### config.mk
export PLATFORM = sky130hd
export DESIGN_NAME = gpio_port_regs
export DESIGN_NICKNAME = d
export VERILOG_FILES = /design/src/rtl/gpio_port_pkg.sv /design/src/rtl/gpio_port_decode.sv /design/src/rtl/gpio_port_sync.sv /design/src/rtl/gpio_port_readmux.sv /design/src/rtl/gpio_port_regs.sv
export SDC_FILE = /design/constraint.sdc
export NUM_CORES = 1
export LEC_CHECK = 0
export BUFFER_PORTS_ARGS = -buffer_cell sky130_fd_sc_hd__buf_4
export CELL_PAD_IN_SITES_DETAIL_PLACEMENT = 1
export CELL_PAD_IN_SITES_GLOBAL_PLACEMENT = 2
export CORE_MARGIN = 1
export CORE_UTILIZATION = 33
export CTS_BUF_LIST = sky130_fd_sc_hd__clkbuf_8
export CTS_CLUSTER_DIAMETER = 200
export DETAILED_ROUTE_END_ITERATION = 16
export GPL_TIMING_DRIVEN = 0
export PLACE_DENSITY = 0.92
export SYNTH_ARGS = -nofsm -noshare
export SYNTH_HDL_FRONTEND = slang
export SYNTH_SLANG_ARGS = --single-unit
### constraint.sdc
create_clock -name clk -period 5.3 [get_ports clk]
set_input_delay 0.795 -clock clk [delete_from_list [all_inputs] [get_ports clk]]
set_output_delay 0.795 -clock clk [all_outputs]
set_load 0.03 [all_outputs]
### src/rtl/gpio_port_pkg.sv
package gpio_port_pkg;

    localparam int NPINS       = 8;
    localparam int NREGS       = 8;
    localparam int REG_STRIDE  = 16;
    localparam int PORT_STRIDE = 4;
    localparam int REGION      = NREGS * REG_STRIDE;

    typedef logic [NPINS-1:0] pins_t;

    // Index order sets the address offsets (index * REG_STRIDE).
    typedef enum logic [2:0] {
        RG_FSEL = 3'd0,
        RG_OEN  = 3'd1,
        RG_OVAL = 3'd2,
        RG_IN   = 3'd3,
        RG_ISTA = 3'd4,
        RG_IEN  = 3'd5,
        RG_ITYP = 3'd6,
        RG_ICLR = 3'd7
    } reg_sel_e;

    typedef struct packed {
        pins_t fsel;
        pins_t oen;
        pins_t oval;
        pins_t ista;
        pins_t ien;
        pins_t ityp;
    } port_state_t;

    // Whole-register replace, or per-pin update under a mask.
    function automatic pins_t merge_pins(pins_t cur, pins_t val, pins_t mask, logic masked);
        return masked ? ((cur & ~mask) | (val & mask)) : val;
    endfunction

endpackage

### src/rtl/gpio_port_decode.sv
module gpio_port_decode
    import gpio_port_pkg::*;
#(
    parameter int ADDR_W    = 12,
    parameter int PORT_IDX  = 0,
    parameter int UPPER_OFS = 'h80
) (
    input  logic [ADDR_W-1:0] addr,
    output logic              hit,
    output logic              masked,
    output reg_sel_e          sel
);
    localparam logic [ADDR_W-1:0] PLAIN_END  = ADDR_W'(REGION);
    localparam logic [ADDR_W-1:0] ALIAS_BASE = ADDR_W'(UPPER_OFS);
    localparam logic [ADDR_W-1:0] ALIAS_END  = ADDR_W'(UPPER_OFS + REGION);
    localparam logic [1:0]        SLOT       = 2'(PORT_IDX);

    logic [ADDR_W-1:0] off;
    logic              in_region;

    always_comb begin
        off       = '0;
        in_region = 1'b0;
        masked    = 1'b0;
        if (addr < PLAIN_END) begin
            off       = addr;
            in_region = 1'b1;
        end else if (addr >= ALIAS_BASE && addr < ALIAS_END) begin
            off       = addr - ALIAS_BASE;
            in_region = 1'b1;
            masked    = 1'b1;
        end
        hit = in_region && (off[3:2] == SLOT) && (off[1:0] == 2'b00)
              && (off[ADDR_W-1:7] == '0);
        sel = reg_sel_e'(off[6:4]);
    end

endmodule

### src/rtl/gpio_port_sync.sv
module gpio_port_sync
    import gpio_port_pkg::*;
#(
    parameter int STAGES = 2
) (
    input  logic  clk,
    input  logic  rst_n,
    input  pins_t din,
    output pins_t dout
);
    pins_t stage_q [STAGES];

    generate
        for (genvar s = 0; s < STAGES; s++) begin : g_stage
            always_ff @(posedge clk or negedge rst_n) begin
                if (!rst_n)      stage_q[s] <= '0;
                else if (s == 0) stage_q[s] <= din;
                else             stage_q[s] <= stage_q[(s == 0) ? 0 : s-1];
            end
        end
    endgenerate

    assign dout = stage_q[STAGES-1];

endmodule

### src/rtl/gpio_port_readmux.sv
module gpio_port_readmux
    import gpio_port_pkg::*;
#(
    parameter int DATA_W = 32
) (
    input  port_state_t       st,
    input  pins_t             sync_in,
    input  logic              hit,
    input  reg_sel_e          sel,
    output logic [DATA_W-1:0] rdata
);
    pins_t val;

    always_comb begin
        unique case (sel)
            RG_FSEL: val = st.fsel;
            RG_OEN:  val = st.oen;
            RG_OVAL: val = st.oval;
            RG_IN:   val = sync_in;
            RG_ISTA: val = st.ista;
            RG_IEN:  val = st.ien;
            RG_ITYP: val = st.ityp;
            default: val = '0;
        endcase
        rdata = '0;
        if (hit) rdata[NPINS-1:0] = val;
    end

endmodule

### src/rtl/gpio_port_regs.sv
module gpio_port_regs
    import gpio_port_pkg::*;
#(
    parameter int ADDR_W      = 12,
    parameter int DATA_W      = 32,
    parameter int PORT_IDX    = 0,
    parameter int UPPER_OFS   = 'h80,
    parameter int SYNC_STAGES = 2
) (
    input  logic              clk,
    input  logic              rst_n,
    input  logic [ADDR_W-1:0] bus_addr,
    input  logic              bus_we,
    input  logic [DATA_W-1:0] bus_wdata,
    output logic [DATA_W-1:0] bus_rdata,
    input  logic [7:0]        pad_in,
    output logic [7:0]        pad_out,
    output logic [7:0]        pad_oe,
    output logic [7:0]        pin_func,
    input  logic [7:0]        irq_event,
    output logic [7:0]        irq_status,
    output logic [7:0]        irq_enable,
    output logic [7:0]        irq_type
);
    port_state_t st_d, st_q;
    logic        hit, masked;
    reg_sel_e    sel;
    pins_t       sync_in;
    pins_t       wval, wmask;
    logic        wr;

    wire unused_wdata_hi = ^bus_wdata[DATA_W-1:2*NPINS];

    gpio_port_decode #(
        .ADDR_W(ADDR_W), .PORT_IDX(PORT_IDX), .UPPER_OFS(UPPER_OFS)
    ) u_decode (
        .addr(bus_addr), .hit(hit), .masked(masked), .sel(sel)
    );

    gpio_port_sync #(.STAGES(SYNC_STAGES)) u_sync (
        .clk(clk), .rst_n(rst_n), .din(pad_in), .dout(sync_in)
    );

    gpio_port_readmux #(.DATA_W(DATA_W)) u_read (
        .st(st_q), .sync_in(sync_in), .hit(hit), .sel(sel), .rdata(bus_rdata)
    );

    always_comb begin
        st_d  = st_q;
        wval  = bus_wdata[NPINS-1:0];
        wmask = bus_wdata[2*NPINS-1:NPINS];
        wr    = bus_we && hit;
        if (wr) begin
            unique case (sel)
                RG_FSEL: st_d.fsel = merge_pins(st_q.fsel, wval, wmask, masked);
                RG_OEN:  st_d.oen  = merge_pins(st_q.oen,  wval, wmask, masked);
                RG_OVAL: st_d.oval = merge_pins(st_q.oval, wval, wmask, masked);
                RG_ISTA: st_d.ista = merge_pins(st_q.ista, wval, wmask, masked);
                RG_IEN:  st_d.ien  = merge_pins(st_q.ien,  wval, wmask, masked);
                RG_ITYP: st_d.ityp = merge_pins(st_q.ityp, wval, wmask, masked);
                RG_ICLR: if (!masked) st_d.ista = st_q.ista & ~wval;
                default: ;
            endcase
        end
        // detections win over a clear in the same cycle
        st_d.ista = st_d.ista | irq_event;
    end

    always_ff @(posedge clk or negedge rst_n) begin
        if (!rst_n) st_q <= '0;
        else        st_q <= st_d;
    end

    assign pad_out    = st_q.oval;
    assign pad_oe     = st_q.fsel & st_q.oen;
    assign pin_func   = st_q.fsel;
    assign irq_status = st_q.ista;
    assign irq_enable = st_q.ien;
    assign irq_type   = st_q.ityp;

endmodule

==> results.py <==
metrics = {
    "status": {
        "outcome": "completed",
    },
    "grt": {
        "grt_pass1_vias": 3424,
        "antenna_found_initial": 0,
        "track_usage_pct": 20.8,
        "grt_pass1_wl_um": 19500,
        "grt_max_degree": 65,
        "overflow": 0,
    },
    "layout": {
        "nNetsFinal": 579,
        "syn_to_final_growth_pct": 32.2,
        "final_common_cell": "buf_4",
        "diodes": 0,
        "mostFrequentLayoutCells": "buf_4, dfrtp_1, mux2_2",
        "drive_gt1_share_pct": 46.3,
        "fin_area_sq_mm": 0.00513,
    },
    "power_and_ir_drop": {
        "power.density_mw_per_mm2": 214,
        "leakage_nw": 2.52,
        "vdd.ir_drop.worst_uv": 118,
    },
    "clock_tree": {
        "clkSinkCount": 64,
        "postCtsHoldBufs": 0,
        "cts.clk_slew.worst_paths_ps": 70,
        "cts_resized": 0,
        "cts_made_buffers": 9,
        "cts_tree": "yes",
        "h-tree-depth": 3,
        "post_cts_buffers": 0,
        "cts.path.max_buffers": 2,
        "clk_latency_ps": 340,
        "clockRootBuffer": "clkbuf_8",
    },
    "routing": {
        "drtAntennaViolNets": 0,
        "drt-initial-drc-count": 180,
        "totalWireLength_um": 12400,
        "vias": 3359,
        "firstDrtPassIters": 4,
        "drc": 0,
        "routedWlPerCell_um": 18.7,
        "avgViaCountPerCell": 5.07,
    },
    "critical_path": {
        "critPathCaptureType": "output port",
        "r2r_end": "irq_status[4]$_DFF_PN0_",
        "worstRegToRegCells": 3,
        "crit_type": "in -> out",
        "cp-start-kind": "primary input",
        "r2r-start": "irq_status[4]$_DFF_PN0_",
        "arrival_ps": 3240,
        "required_ps": 4510,
        "reg2reg_slack_ps": 4160,
        "crit_fanout": 9,
    },
    "yosys": {
        "yosysSeqAreaShare_pct": 41.2,
        "synth_area_sq_mm": 0.00388,
        "synthDistinctLibCells": 42,
        "avgSynthCellArea_sq_um": 10.2,
        "yosys_warnings": 0,
        "ys_ff_latch": 64,
        "syn-instance-count": 379,
    },
    "floorplanning": {
        "die_width_um": 110,
        "ioPinCount": 143,
        "core_sq_mm": 0.0115,
        "rows": 39,
        "start_util_pct": 33.9,
        "die_y_um": 110,
        "die-area_sq_mm": 0.0122,
    },
    "min_path": {
        "hold_path_end": "u_sync.dout[6]$_DFF_PN0_",
        "whs_path_depth": 0,
        "hp-start": "u_sync.stage_q[14]$_DFF_PN0_",
        "holdCritPathClass": "reg -> reg",
    },
    "sta": {
        "fin_crit_ps": 4040,
        "fmax_mhz": 248,
        "fin_worst_skew_ps": 7.98,
        "rsz0062_at_grt": "no",
        "max-slew-margin-rel_pct": 39.7,
        "tightest_slew_ps": 901,
        "slew_violations": 0,
        "fin_crit_sh_pct": 76.1,
        "setup_violations": 0,
        "hold_viol": 0,
        "tns_ps": 0,
    },
    "place": {
        "hpwl_um": 8750,
        "placement.io_buffers": 102,
        "postPlaceCellArea_sq_mm": 0.00491,
        "place_congestion": 0.820,
    },
    "job": {
        "max_cap_violations": 0,
    },
}
-- critical path: stages --
cell      delay (ps)
buf_4            100
clkinv_1         390
ha_1             400
xor2_1           180
o21ai_1          300
nand3_1          480
a21oi_1          370
buf_4            210
-- cells by family (layout without fill, tap and decap cells) --
group | after synthesis | after routing | share of synthesized area (%)
AO/OA/AOI/OAI | 72 | 72 | 12.1
XOR/XNOR | 2 | 2 | 0.451
adder cells (fa/ha/maj) | 1 | 1 | 0.322
buffers and inverters | 86 | 204 | 14.8
flip-flops | 64 | 64 | 41.2
multiplexers | 65 | 65 | 18.3
other | 1 | 24 | 0.0966
AND/OR/NAND/NOR | 88 | 88 | 12.7
-- power by group --
part           switching, mW  internal, mW
combinational         0.0837        0.0547
sequential           0.00389         0.497
clock                  0.194         0.267
total                  0.282         0.818
-- area by class of cell --
class | instances | area (sq um)
multi-input combinational | 252 | 1800
clock inverter | 3 | 38.8
tap | 143 | 179
fill | 1336 | 6330
inverter | 9 | 33.8
sequential | 64 | 1600
timing repair buffer | 102 | 766
clock buffer | 13 | 179
buffer | 77 | 539
-- through the flow --
step	utilization [%]	worst slack, ps	hold WS, ps	instances	power, mW
after floorplan	-	1990	331	402	0.583
after global placement	42.9	1370	334	647	0.644
after detailed placement	42.9	1350	336	647	0.647
after CTS	44.8	1320	352	663	1.11
after global routing	44.8	1140	358	663	1.14
final	44.8	1260	348	663	1.10
-- how the worst max path moves through the flow --
stage / to / cells past startpoint / slack [ps] / from
6_report: bus_rdata[7] / 8 / 1260 / bus_addr[7]
5_1_grt: bus_rdata[6] / 9 / 1140 / bus_addr[8]
4_1_cts: bus_rdata[7] / 8 / 1320 / bus_addr[7]
3_5_place_dp: bus_rdata[7] / 8 / 1350 / bus_addr[7]
3_3_place_gp: bus_rdata[1] / 8 / 1370 / bus_addr[7]
2_1_floorplan: bus_rdata[4] / 7 / 1990 / bus_addr[8]
-- synthesized netlist by cell type (all sizes together) --
cell	number	area, sq um
a21oi	16	80.1
a221o	8	80.1
a221oi	7	61.3
a31oi	1	6.26
and2	9	56.3
and3	2	12.5
and4b	1	10.0
buf	70	513
clkbuf	7	26.3
clkinv	1	3.75
conb	1	3.75
dfrtp	64	1600
ha	1	12.5
inv	8	30.0
mux2	48	541
mux2i	17	170
nand2	14	52.6
nand2b	1	6.26
nand3	13	70.1
nand3b	1	7.51
nand4	2	12.5
nand4b	2	17.5
nor2	28	105
nor2b	1	6.26
nor3	9	90.1
nor4	2	18.8
nor4bb	1	10.0
o21a	1	7.51
o21ai	23	115
o22ai	8	50.1
o2bb2ai	8	70.1
or3	1	11.3
or4	1	7.51
xnor2	1	8.76
xor2	1	8.76
-- metal layers --
layer	global-route usage [%]	share of wire, %	up-vias
met2	33.5	49	122
met5	0	0	-
met1	28.0	43	1668
li1	-	-	1550
met4	7.82	2.2	0
met3	3.68	5.6	19
No activity file was read; power rests on OpenSTA's default activity.
